==> config.mk <==
export PLATFORM = sky130hd
export DESIGN_NAME = mesi_line_ctrl
export DESIGN_NICKNAME = d
export VERILOG_FILES = /design/src/rtl/mesi_line_ctrl.sv
export SDC_FILE = /design/constraint.sdc
export NUM_CORES = 1
export LEC_CHECK = 0
export CORE_MARGIN = 3
export CORE_UTILIZATION = 40
export DETAILED_ROUTE_END_ITERATION = 10
export DONT_BUFFER_PORTS = 1
export PLACE_DENSITY = 0.55
export RECOVER_POWER = 100
export SLEW_MARGIN = 20
export SYNTH_ARGS = -nofsm -noshare
export SYNTH_HDL_FRONTEND = slang
export SYNTH_SLANG_ARGS = --single-unit
export TNS_END_PERCENT = 20
==> constraint.sdc <==
create_clock -name clk -period 11.9 [get_ports clk]
set_clock_uncertainty 0.1 [all_clocks]
set_input_delay 2.38 -clock clk [delete_from_list [all_inputs] [get_ports clk]]
set_output_delay 2.38 -clock clk [all_outputs]
set_load 0.01 [all_outputs]
==> src/rtl/mesi_line_ctrl.sv <==
module mesi_line_ctrl #(
  parameter int LINES = 8,
  parameter int TAG_W = 6,
  localparam int IDX_W = $clog2(LINES),
  localparam int ADDR_W = TAG_W + IDX_W
) (
  input  logic              clk,
  input  logic              rst_n,
  input  logic              cpu_req_valid,
  input  logic              cpu_req_write,
  input  logic [ADDR_W-1:0] cpu_req_addr,
  input  logic              bus_shared_in,
  input  logic              snoop_valid,
  input  logic [1:0]        snoop_op,
  input  logic [ADDR_W-1:0] snoop_addr,
  output logic              cpu_hit,
  output logic [1:0]        cpu_cur_state,
  output logic [1:0]        cpu_next_state,
  output logic              bus_req_valid,
  output logic [1:0]        bus_req_op,
  output logic              shared_out,
  output logic              wb_snoop,
  output logic              evict_req,
  output logic [ADDR_W-1:0] evict_addr
);
  localparam logic [1:0] ST_I = 2'b00, ST_S = 2'b01, ST_E = 2'b10, ST_M = 2'b11;
  localparam logic [1:0] SN_RD = 2'd0, SN_RFO = 2'd1, SN_INV = 2'd2;
  localparam logic [1:0] BQ_RD = 2'd0, BQ_RDX = 2'd1, BQ_UPG = 2'd2;

  logic [1:0]       st   [LINES];
  logic [TAG_W-1:0] tags [LINES];

  logic [IDX_W-1:0] s_idx, c_idx;
  logic [TAG_W-1:0] s_tag, c_tag;
  logic [1:0]       s_st, s_next;
  logic             s_hit, same_line, need_bus;
  logic [1:0]       req_op;

  assign s_idx = snoop_addr[IDX_W-1:0];
  assign s_tag = snoop_addr[ADDR_W-1:IDX_W];
  assign c_idx = cpu_req_addr[IDX_W-1:0];
  assign c_tag = cpu_req_addr[ADDR_W-1:IDX_W];

  assign s_st  = st[s_idx];
  assign s_hit = snoop_valid && (s_st != ST_I) && (tags[s_idx] == s_tag);

  always_comb begin
    s_next = s_st;
    case (snoop_op)
      SN_RD:          if (s_st == ST_M || s_st == ST_E) s_next = ST_S;
      SN_RFO, SN_INV: s_next = ST_I;
      default:        s_next = s_st;
    endcase
  end

  assign shared_out = s_hit && (snoop_op == SN_RD);
  assign wb_snoop   = s_hit && (s_st == ST_M) && (snoop_op == SN_RD || snoop_op == SN_RFO);

  assign same_line     = s_hit && (s_idx == c_idx);
  assign cpu_cur_state = same_line ? s_next : st[c_idx];
  assign cpu_hit       = (cpu_cur_state != ST_I) && (tags[c_idx] == c_tag);

  always_comb begin
    cpu_next_state = cpu_cur_state;
    need_bus = 1'b0;
    req_op   = BQ_RD;
    if (!cpu_req_write) begin
      if (!cpu_hit) begin
        need_bus = 1'b1;
        req_op   = BQ_RD;
        cpu_next_state = bus_shared_in ? ST_S : ST_E;
      end
    end else if (!cpu_hit) begin
      need_bus = 1'b1;
      req_op   = BQ_RDX;
      cpu_next_state = ST_M;
    end else if (cpu_cur_state == ST_S) begin
      need_bus = 1'b1;
      req_op   = BQ_UPG;
      cpu_next_state = ST_M;
    end else begin
      cpu_next_state = ST_M;
    end
  end

  assign bus_req_valid = cpu_req_valid && need_bus;
  assign bus_req_op    = req_op;
  assign evict_req     = cpu_req_valid && !cpu_hit && (cpu_cur_state == ST_M);
  assign evict_addr    = {tags[c_idx], c_idx};

  always_ff @(posedge clk) begin
    if (!rst_n) begin
      for (int i = 0; i < LINES; i++) begin
        st[i]   <= ST_I;
        tags[i] <= '0;
      end
    end else begin
      if (s_hit) st[s_idx] <= s_next;
      if (cpu_req_valid) begin
        st[c_idx] <= cpu_next_state;
        if (!cpu_hit) tags[c_idx] <= c_tag;
      end
    end
  end

  AST_WRITE_ENDS_M: assert property (@(posedge clk) disable iff (!rst_n)
    cpu_req_valid && cpu_req_write |=> st[$past(c_idx)] == ST_M);

  AST_FILL_BY_SHARED: assert property (@(posedge clk) disable iff (!rst_n)
    cpu_req_valid && !cpu_req_write && !cpu_hit
    |=> st[$past(c_idx)] == ($past(bus_shared_in) ? ST_S : ST_E));

  AST_KILL_SNOOP: assert property (@(posedge clk) disable iff (!rst_n)
    s_hit && (snoop_op == SN_RFO || snoop_op == SN_INV) && !(cpu_req_valid && c_idx == s_idx)
    |=> st[$past(s_idx)] == ST_I);

  AST_WB_LEAVES_CLEAN: assert property (@(posedge clk) disable iff (!rst_n)
    wb_snoop && !(cpu_req_valid && c_idx == s_idx) |=> st[$past(s_idx)] != ST_M);

  AST_BUS_OP_LEGAL: assert property (@(posedge clk) disable iff (!rst_n)
    bus_req_valid |-> bus_req_op != 2'd3);
endmodule

==> results of run 1 <==
-- cells in the final DEF, fill, tap and decap left out, types with 3 or more instances in the layout --
master | netlist | final
edfxtp_1 | 64 | 64
and3_1 | 49 | 49
nand2_1 | 34 | 34
nor2_1 | 23 | 23
mux2i_1 | 22 | 22
o22ai_1 | 20 | 20
nand3_1 | 20 | 20
mux2_2 | 15 | 15
inv_1 | 11 | 11
clkbuf_8 | 3 | 9
xor2_1 | 8 | 8
a221oi_1 | 7 | 8
a21bo_1 | 0 | 8
nor3_1 | 7 | 7
mux4_2 | 6 | 6
xnor2_1 | 6 | 6
a22oi_1 | 5 | 5
o21ai_0 | 3 | 4
mux4_1 | 4 | 4
nand4_1 | 3 | 4
a21oi_1 | 3 | 3
a31o_2 | 3 | 3
and2b_2 | 3 | 3
o211ai_1 | 3 | 3
a22o_1 | 3 | 3
or2_2 | 3 | 3
-- cells by family after synthesis --
family / after synthesis / synth area share, %
AND/OR/NAND/NOR: 162 / 20.36
multiplexers: 47 / 14.29
XOR/XNOR: 14 / 2.783
flip-flops: 64 / 43.62
AO/OA/AOI/OAI: 70 / 12.64
buffers and inverters: 41 / 6.305
-- power groups by stage --
stage               clock [mW]  combinational [mW]  sequential [mW]
finish                   0.185              0.0688            0.267
global route             0.199              0.0752            0.268
CTS                      0.188              0.0711            0.267
detailed placement           0              0.0709            0.272
global placement             0              0.0704            0.272
floorplan                    0              0.0708            0.267
-- worst min-delay path, delay by kind of cell, from the launching register on --
family,cells,cell delay (ns)
AO/OA/AOI/OAI,3,0.35
flip-flops,1,0.37
AND/OR/NAND/NOR,4,0.60
-- Yosys cell counts (6+ instances only) --
cell type	instances	area share, %
xor2_1	8	1.6
inv_1	11	0.94
a21bo_2	9	2.0
mux2_2	15	3.8
edfxtp_1	64	44
nor3_1	7	0.80
buf_2	7	0.80
xnor2_1	6	1.2
and3_1	49	7.0
nand3_1	20	2.3
mux2i_1	22	5.0
buf_6	7	1.8
nor2_1	23	2.0
nand2_1	34	2.9
mux4_2	6	3.1
o22ai_1	20	2.8
a221oi_1	7	1.4
-- registers in the layout (all words and copies together), names as in the netlist --
signal,flops
tags,48
st,16
-- cell type report --
type	instances	area [µm²]
Clock buffer	10	127.6
Clock inverter	6	60.06
Fill cell	999	6017
Inverter	11	41.29
Multi-Input combinational cell	293	2167
Sequential cell	64	1922
Tap cell	136	170.2
Timing Repair Buffer	1	3.754
-- routing by layer --
metal	share of wire, %	global-route usage, %
met1	40	26.29
met2	49	34.71
met3	7.8	5.131
met4	2.6	7.800
met5	0	0
-- worst max-delay path by stage --
stage / cells past startpoint / endpoint
2_1_floorplan: 10 / bus_req_valid
6_report: 10 / bus_req_op[0]
3_5_place_dp: 9 / cpu_next_state[0]
3_3_place_gp: 9 / cpu_next_state[0]
5_1_grt: 10 / bus_req_op[0]
4_1_cts: 9 / cpu_next_state[0]
-- stage by stage --
stage,cell area [µm²],worst slack [ns],instances,hold WS (ns)
floorplan,4405,4.374,398,1.042
global placement,4347,3.827,505,1.281
detailed placement,4347,3.790,505,1.297
CTS,4534,3.768,521,1.313
global route,4492,2.030,521,1.464
finish,4492,2.566,521,1.349
==> reports/results.tsv, run 1 <==
stage	metric	value	unit
logic_synthesis	number of synthesized flops with an enable pin	64	
floorplan	Core ar.	0.01051	mm²
floorplan	Die Y	110.9	µm
grt	largest net degree at the start of global routing	59	
clock_tree	# hold bufs at CTS	0	
clock_tree	Worst-path clk slew	0.06	ns
power_and_ir_drop	power consumption	0.5214	mW
critical_path	R2R Path End	tags[0][1]$_SDFFCE_PN0P_	
clock_tree	setup bufs post-CTS	0	
placement	IO buf count	0	
floorplan	# rows	37	
clock_tree	Clock Sinks	64	
clock_tree	Bufs on Longest Clock Path	2	
power_and_ir_drop	Peak VDD IR	0.00007048	V
layout	Syn-to-layout area delta	1.960	%
timing	fin crit share	78.43	%
critical_path	startpoint types	input pin	
logic_synthesis	Post-synth ARST share	0	%
logic_synthesis	Seq/Total Area, Yosys	43.62	%
power_and_ir_drop	Power Density	116.1	mW/mm²
route	total number of vias	3304	
route	Pre-antenna DRT Iters	5	
floorplan	die area	0.01231	mm²
timing	slew at the pin closest to its max-slew limit	1.991	ns
logic_synthesis	yosys warns	0	
clock_tree	CTS tree	yes	
critical_path	Top delay family on crit path	simple AND/OR/NAND/NOR gates	
critical_path	slowest cell delay on critical path	1.44	ns
logic_synthesis	Cell Area, Synth	0.004405	mm²
route	Residual DRC	0	
timing	Hold Fails Final Rpt	0	
run_status	failing checks	capacitance limit, slew limit	
timing	Slew Limit Fails	59	
critical_path	critical path arrival	6.85	ns
layout	post-layout util	42.74	%
layout	fin nets	406	
critical_path	Worst setup startpoint	snoop_addr[0]	
power_and_ir_drop	LEAKAGE	1.813	nW
run_status	status	finished with violations	
floorplan	initial core utilization	41.92	%
critical_path	CP Buf/Inv Count	1	
route	antenna viol nets, final	0	
critical_path	Critical Path RT	9.42	ns
grt	initial antenna violation count	0	
route	via density per instance	6.342	
logic_synthesis	Seq cells post-synth	64	
layout	layout cell share with drive strength beyond 1	13.25	%
route	wire per inst	24.47	µm
route	DRT iter0 DRCs	324	
worst_hold_path	Min-Delay Path Class	reg2reg	
critical_path	CP Max Fanout	58	
clock_tree	CTS root buf	clkbuf_8	
placement	GP Congestion	0.9311	
grt	first-pass GRT wire length	19.51	mm
logic_synthesis	post-synthesis net count	424	
power_and_ir_drop	sw power	0.1354	mW
grt	grt ovf	0	
clock_tree	deepest level of the CTS H-tree	3	
critical_path	Crit Path Category	in2out	
critical_path	reg-to-reg setup timing slack	6.52	ns
clock_tree	clk_lat worst skew	0.36	ns
timing	maximum clock rate	107.1	MHz
grt	GR Util All Layers	20.87	%
power_and_ir_drop	Reg power frac	51.3	%
power_and_ir_drop	Comb pwr share	13.2	%
grt	vias in the first global route	3272	
power_and_ir_drop	clock power share	35.5	%
power_and_ir_drop	Int Power	0.3860	mW
worst_hold_path	worst hold path startpoint	st[1][0]$_DFFE_PP_	
route	wirelength, routed	12.75	mm
job	max cap viols	1	
critical_path	R2R cell count	10	
timing	Slew headroom	-32.75	%
worst_hold_path	Worst Hold End	st[2][0]$_DFFE_PP_	
critical_path	crit-path cells	mux4_1 -> mux2i_1 -> xnor2_1 -> nor4b_1 -> nand4_1 -> nor4_1 -> o21ai_0 -> o211ai_1 -> clkbuf_1 -> and2_0	
logic_synthesis	library cells used by synthesis	59	
timing	Setup Viol. Count Final	0	
clock_tree	CTS resizes	0	
timing	RSZ-0062 raised after global routing	false	
power_and_ir_drop	sw frac	25.96	%
critical_path	Worst R2R Start	tags[6][2]$_SDFFCE_PN0P_	
clock_tree	CTS Buf Count	9	
timing	setup TNS	0	ns
placement	post-DP HPWL	9.216	mm
logic_synthesis	top_reg_cell synth	edfxtp_1	
worst_hold_path	WHS Path Cells	7	
critical_path	CP max-delay cell	clkbuf_1	
logic_synthesis	Avg Synthesized Cell Area	11.07	µm²
floorplan	Die Span X	110.9	µm
timing	min Tclk post-route	9.334	ns
critical_path	crit path capture type	output pin	
layout	# diodes	0	
floorplan	Top Ports	46	
logic_synthesis	cells after synthesis	398	
Power figures use the tool's default switching activity.
==> run 2, diff against run 1 <==
- PLACE_DENSITY: 0.55 -> 0.57
- clock period: 11.9 -> 8.5 ns (I/O delays scaled with it)
==> run 2 against run 1 <==
The flow still finishes with violations (capacitance limit, slew limit). Via count grew 4.1%. Utilization grew 0.71 points. Flip-flop and latch count is the same. Sequential share of layout area shrank 0.70 points. Highest routed layer unchanged.
==> reports/results.tsv, run 2 (synthesized netlist as in run 1, its figures left out) <==
stage	metric	value	unit
timing	min Tclk post-route	7.247	ns
clock_tree	Bufs on Longest Clock Path	2	
critical_path	CP Max Fanout	24	
layout	multi-input logic area	0.002178	mm²
placement	IO buf count	0	
layout	post-layout util	43.46	%
critical_path	slowest cell delay on critical path	0.89	ns
power_and_ir_drop	Power Density	176.0	mW/mm²
layout	fin cells	521	
layout	# diodes	0	
power_and_ir_drop	LEAKAGE	1.849	nW
power_and_ir_drop	power consumption	0.8040	mW
critical_path	startpoint types	input pin	
layout	Biggest register	tags	
timing	Slew Limit Fails	57	
floorplan	Top Ports	46	
floorplan	# rows	37	
timing	Slew headroom	-23.63	%
timing	slew at the pin closest to its max-slew limit	1.854	ns
timing	Hold Fails Final Rpt	0	
critical_path	crit path capture type	output pin	
route	wirelength, routed	12.82	mm
clock_tree	CTS Buf Count	9	
power_and_ir_drop	Peak VDD IR	0.00008535	V
floorplan	initial core utilization	41.92	%
timing	Final WS setup	1.253	ns
layout	# fillers	964	
critical_path	crit-path cells	nor2_1 -> a221o_1 -> a211oi_1 -> nor4b_1 -> nand4_1 -> nor4_1 -> mux2i_1 -> o221a_1 -> inv_1	
layout	Largest regs	tags (48), st (16)	
grt	first-pass GRT wire length	19.13	mm
clock_tree	# hold bufs at CTS	0	
clock_tree	Clock Sinks	64	
route	antenna viol nets, final	0	
critical_path	Crit Path Category	in2out	
placement	post-DP HPWL	9.117	mm
placement	worst slack, placed	1.919	ns
power_and_ir_drop	Int Power	0.6058	mW
floorplan	Core ar.	0.01051	mm²
layout	Largest register FFs	48	
layout	fin nets	406	
placement	placed cell count	505	
power_and_ir_drop	clock power share	41.2	%
timing	hold_ws	1.345	ns
route	wire per inst	24.61	µm
floorplan	Die Y	110.9	µm
layout	layout cell share with drive strength beyond 1	13.77	%
clock_tree	setup bufs post-CTS	0	
clock_tree	Worst-path clk slew	0.09	ns
placement	DP Area	0.004347	mm²
placement	GP Congestion	0.9367	
critical_path	Worst setup startpoint	snoop_addr[0]	
grt	grt ovf	0	
timing	Setup Viol. Count Final	0	
timing	maximum clock rate	138.0	MHz
power_and_ir_drop	Comb pwr share	12.3	%
critical_path	Worst R2R Start	tags[7][2]$_SDFFCE_PN0P_	
route	total number of vias	3440	
grt	vias in the first global route	3281	
power_and_ir_drop	Reg power frac	46.5	%
run_status	status	finished with violations	
clock_tree	CTS resizes	0	
route	DRT iter0 DRCs	434	
floorplan	die area	0.01231	mm²
grt	initial antenna violation count	0	
critical_path	CP max-delay cell	nor4_1	
grt	largest net degree at the start of global routing	57	
worst_hold_path	Min-Delay Path Class	reg2reg	
critical_path	critical path arrival	5.45	ns
clock_tree	CTS tree	yes	
timing	RSZ-0062 raised after global routing	false	
layout	Syn-to-layout area delta	3.664	%
timing	setup TNS	0	ns
critical_path	Critical Path RT	6.70	ns
grt	GR Util All Layers	20.18	%
power_and_ir_drop	sw frac	24.65	%
route	via density per instance	6.603	
route	Residual DRC	0	
layout	register area	0.001922	mm²
clock_tree	CTS root buf	clkbuf_8	
power_and_ir_drop	sw power	0.1982	mW
worst_hold_path	worst hold path startpoint	st[1][0]$_DFFE_PP_	
layout	commonest non-fill, non-tap cell in the layout	edfxtp_1	
route	Pre-antenna DRT Iters	5	
timing	fin crit share	85.25	%
layout	Design Area, Final	0.004567	mm²
job	max cap viols	1	
floorplan	Die Span X	110.9	µm
layout	most frequent cells in the layout	edfxtp_1 (64), and3_1 (49), nand2_1 (34)	
clock_tree	clk_lat worst skew	0.35	ns
run_status	failing checks	capacitance limit, slew limit	
clock_tree	deepest level of the CTS H-tree	3	
==> run 2: cell count changes in the layout (fill, tap and decap cells not counted), sizes merged <==
cell      previous run  this run
bufinv               1         3
clkinv               4         2
inv                 11        13
clkbuf              11        10
clkinvlp             1         0
==> run 2: layout make-up <==
cell class | instances | share of cell area (%)
clock buffers | 9 | 2.712
clock inverters | 7 | 2.795
inverters | 11 | 0.9041
multi-input cells | 293 | 47.70
flip-flops and latches | 64 | 42.08
well taps | 136 | 3.726
repair buffers | 1 | 0.08219
==> run 2: path summary, 6_finish.rpt <==
path / depth (start not counted) / slack, ns / endpoint
worst max-delay path: 9 / 1.25 / cpu_next_state[1]
worst min-delay path: 7 / 1.35 / st[2][0]$_DFFE_PP_
worst max register to register: 10 / 3.00 / tags[2][0]$_SDFFCE_PN0P_
worst min register to register: 7 / 1.35 / st[2][0]$_DFFE_PP_
==> run 2: metal layers <==
layer  up-vias  track usage [%]  wire, µm
li1       1507                -         -
met1      1701            26.56      5294
met2       209            30.58      5813
met3        23            7.478      1446
met4         0            7.061       268
met5         -                0         0
==> run 2: power by group through the flow <==
| stage | combinational [mW] | sequential, mW | clock, mW |
|---|---|---|---|
| after floorplan | 0.0992 | 0.374 | 0 |
| after global placement | 0.0992 | 0.380 | 0 |
| after detailed placement | 0.100 | 0.380 | 0 |
| after CTS | 0.101 | 0.373 | 0.332 |
| after global routing | 0.108 | 0.375 | 0.344 |
| final | 0.0989 | 0.374 | 0.331 |
==> run 2: worst max-delay path: cells and delay by family <==
family	cells	cell delay [ns]
buf+inv	1	0.16
simple gates	4	2.01
mux	1	0.61
compound gates	3	0.95
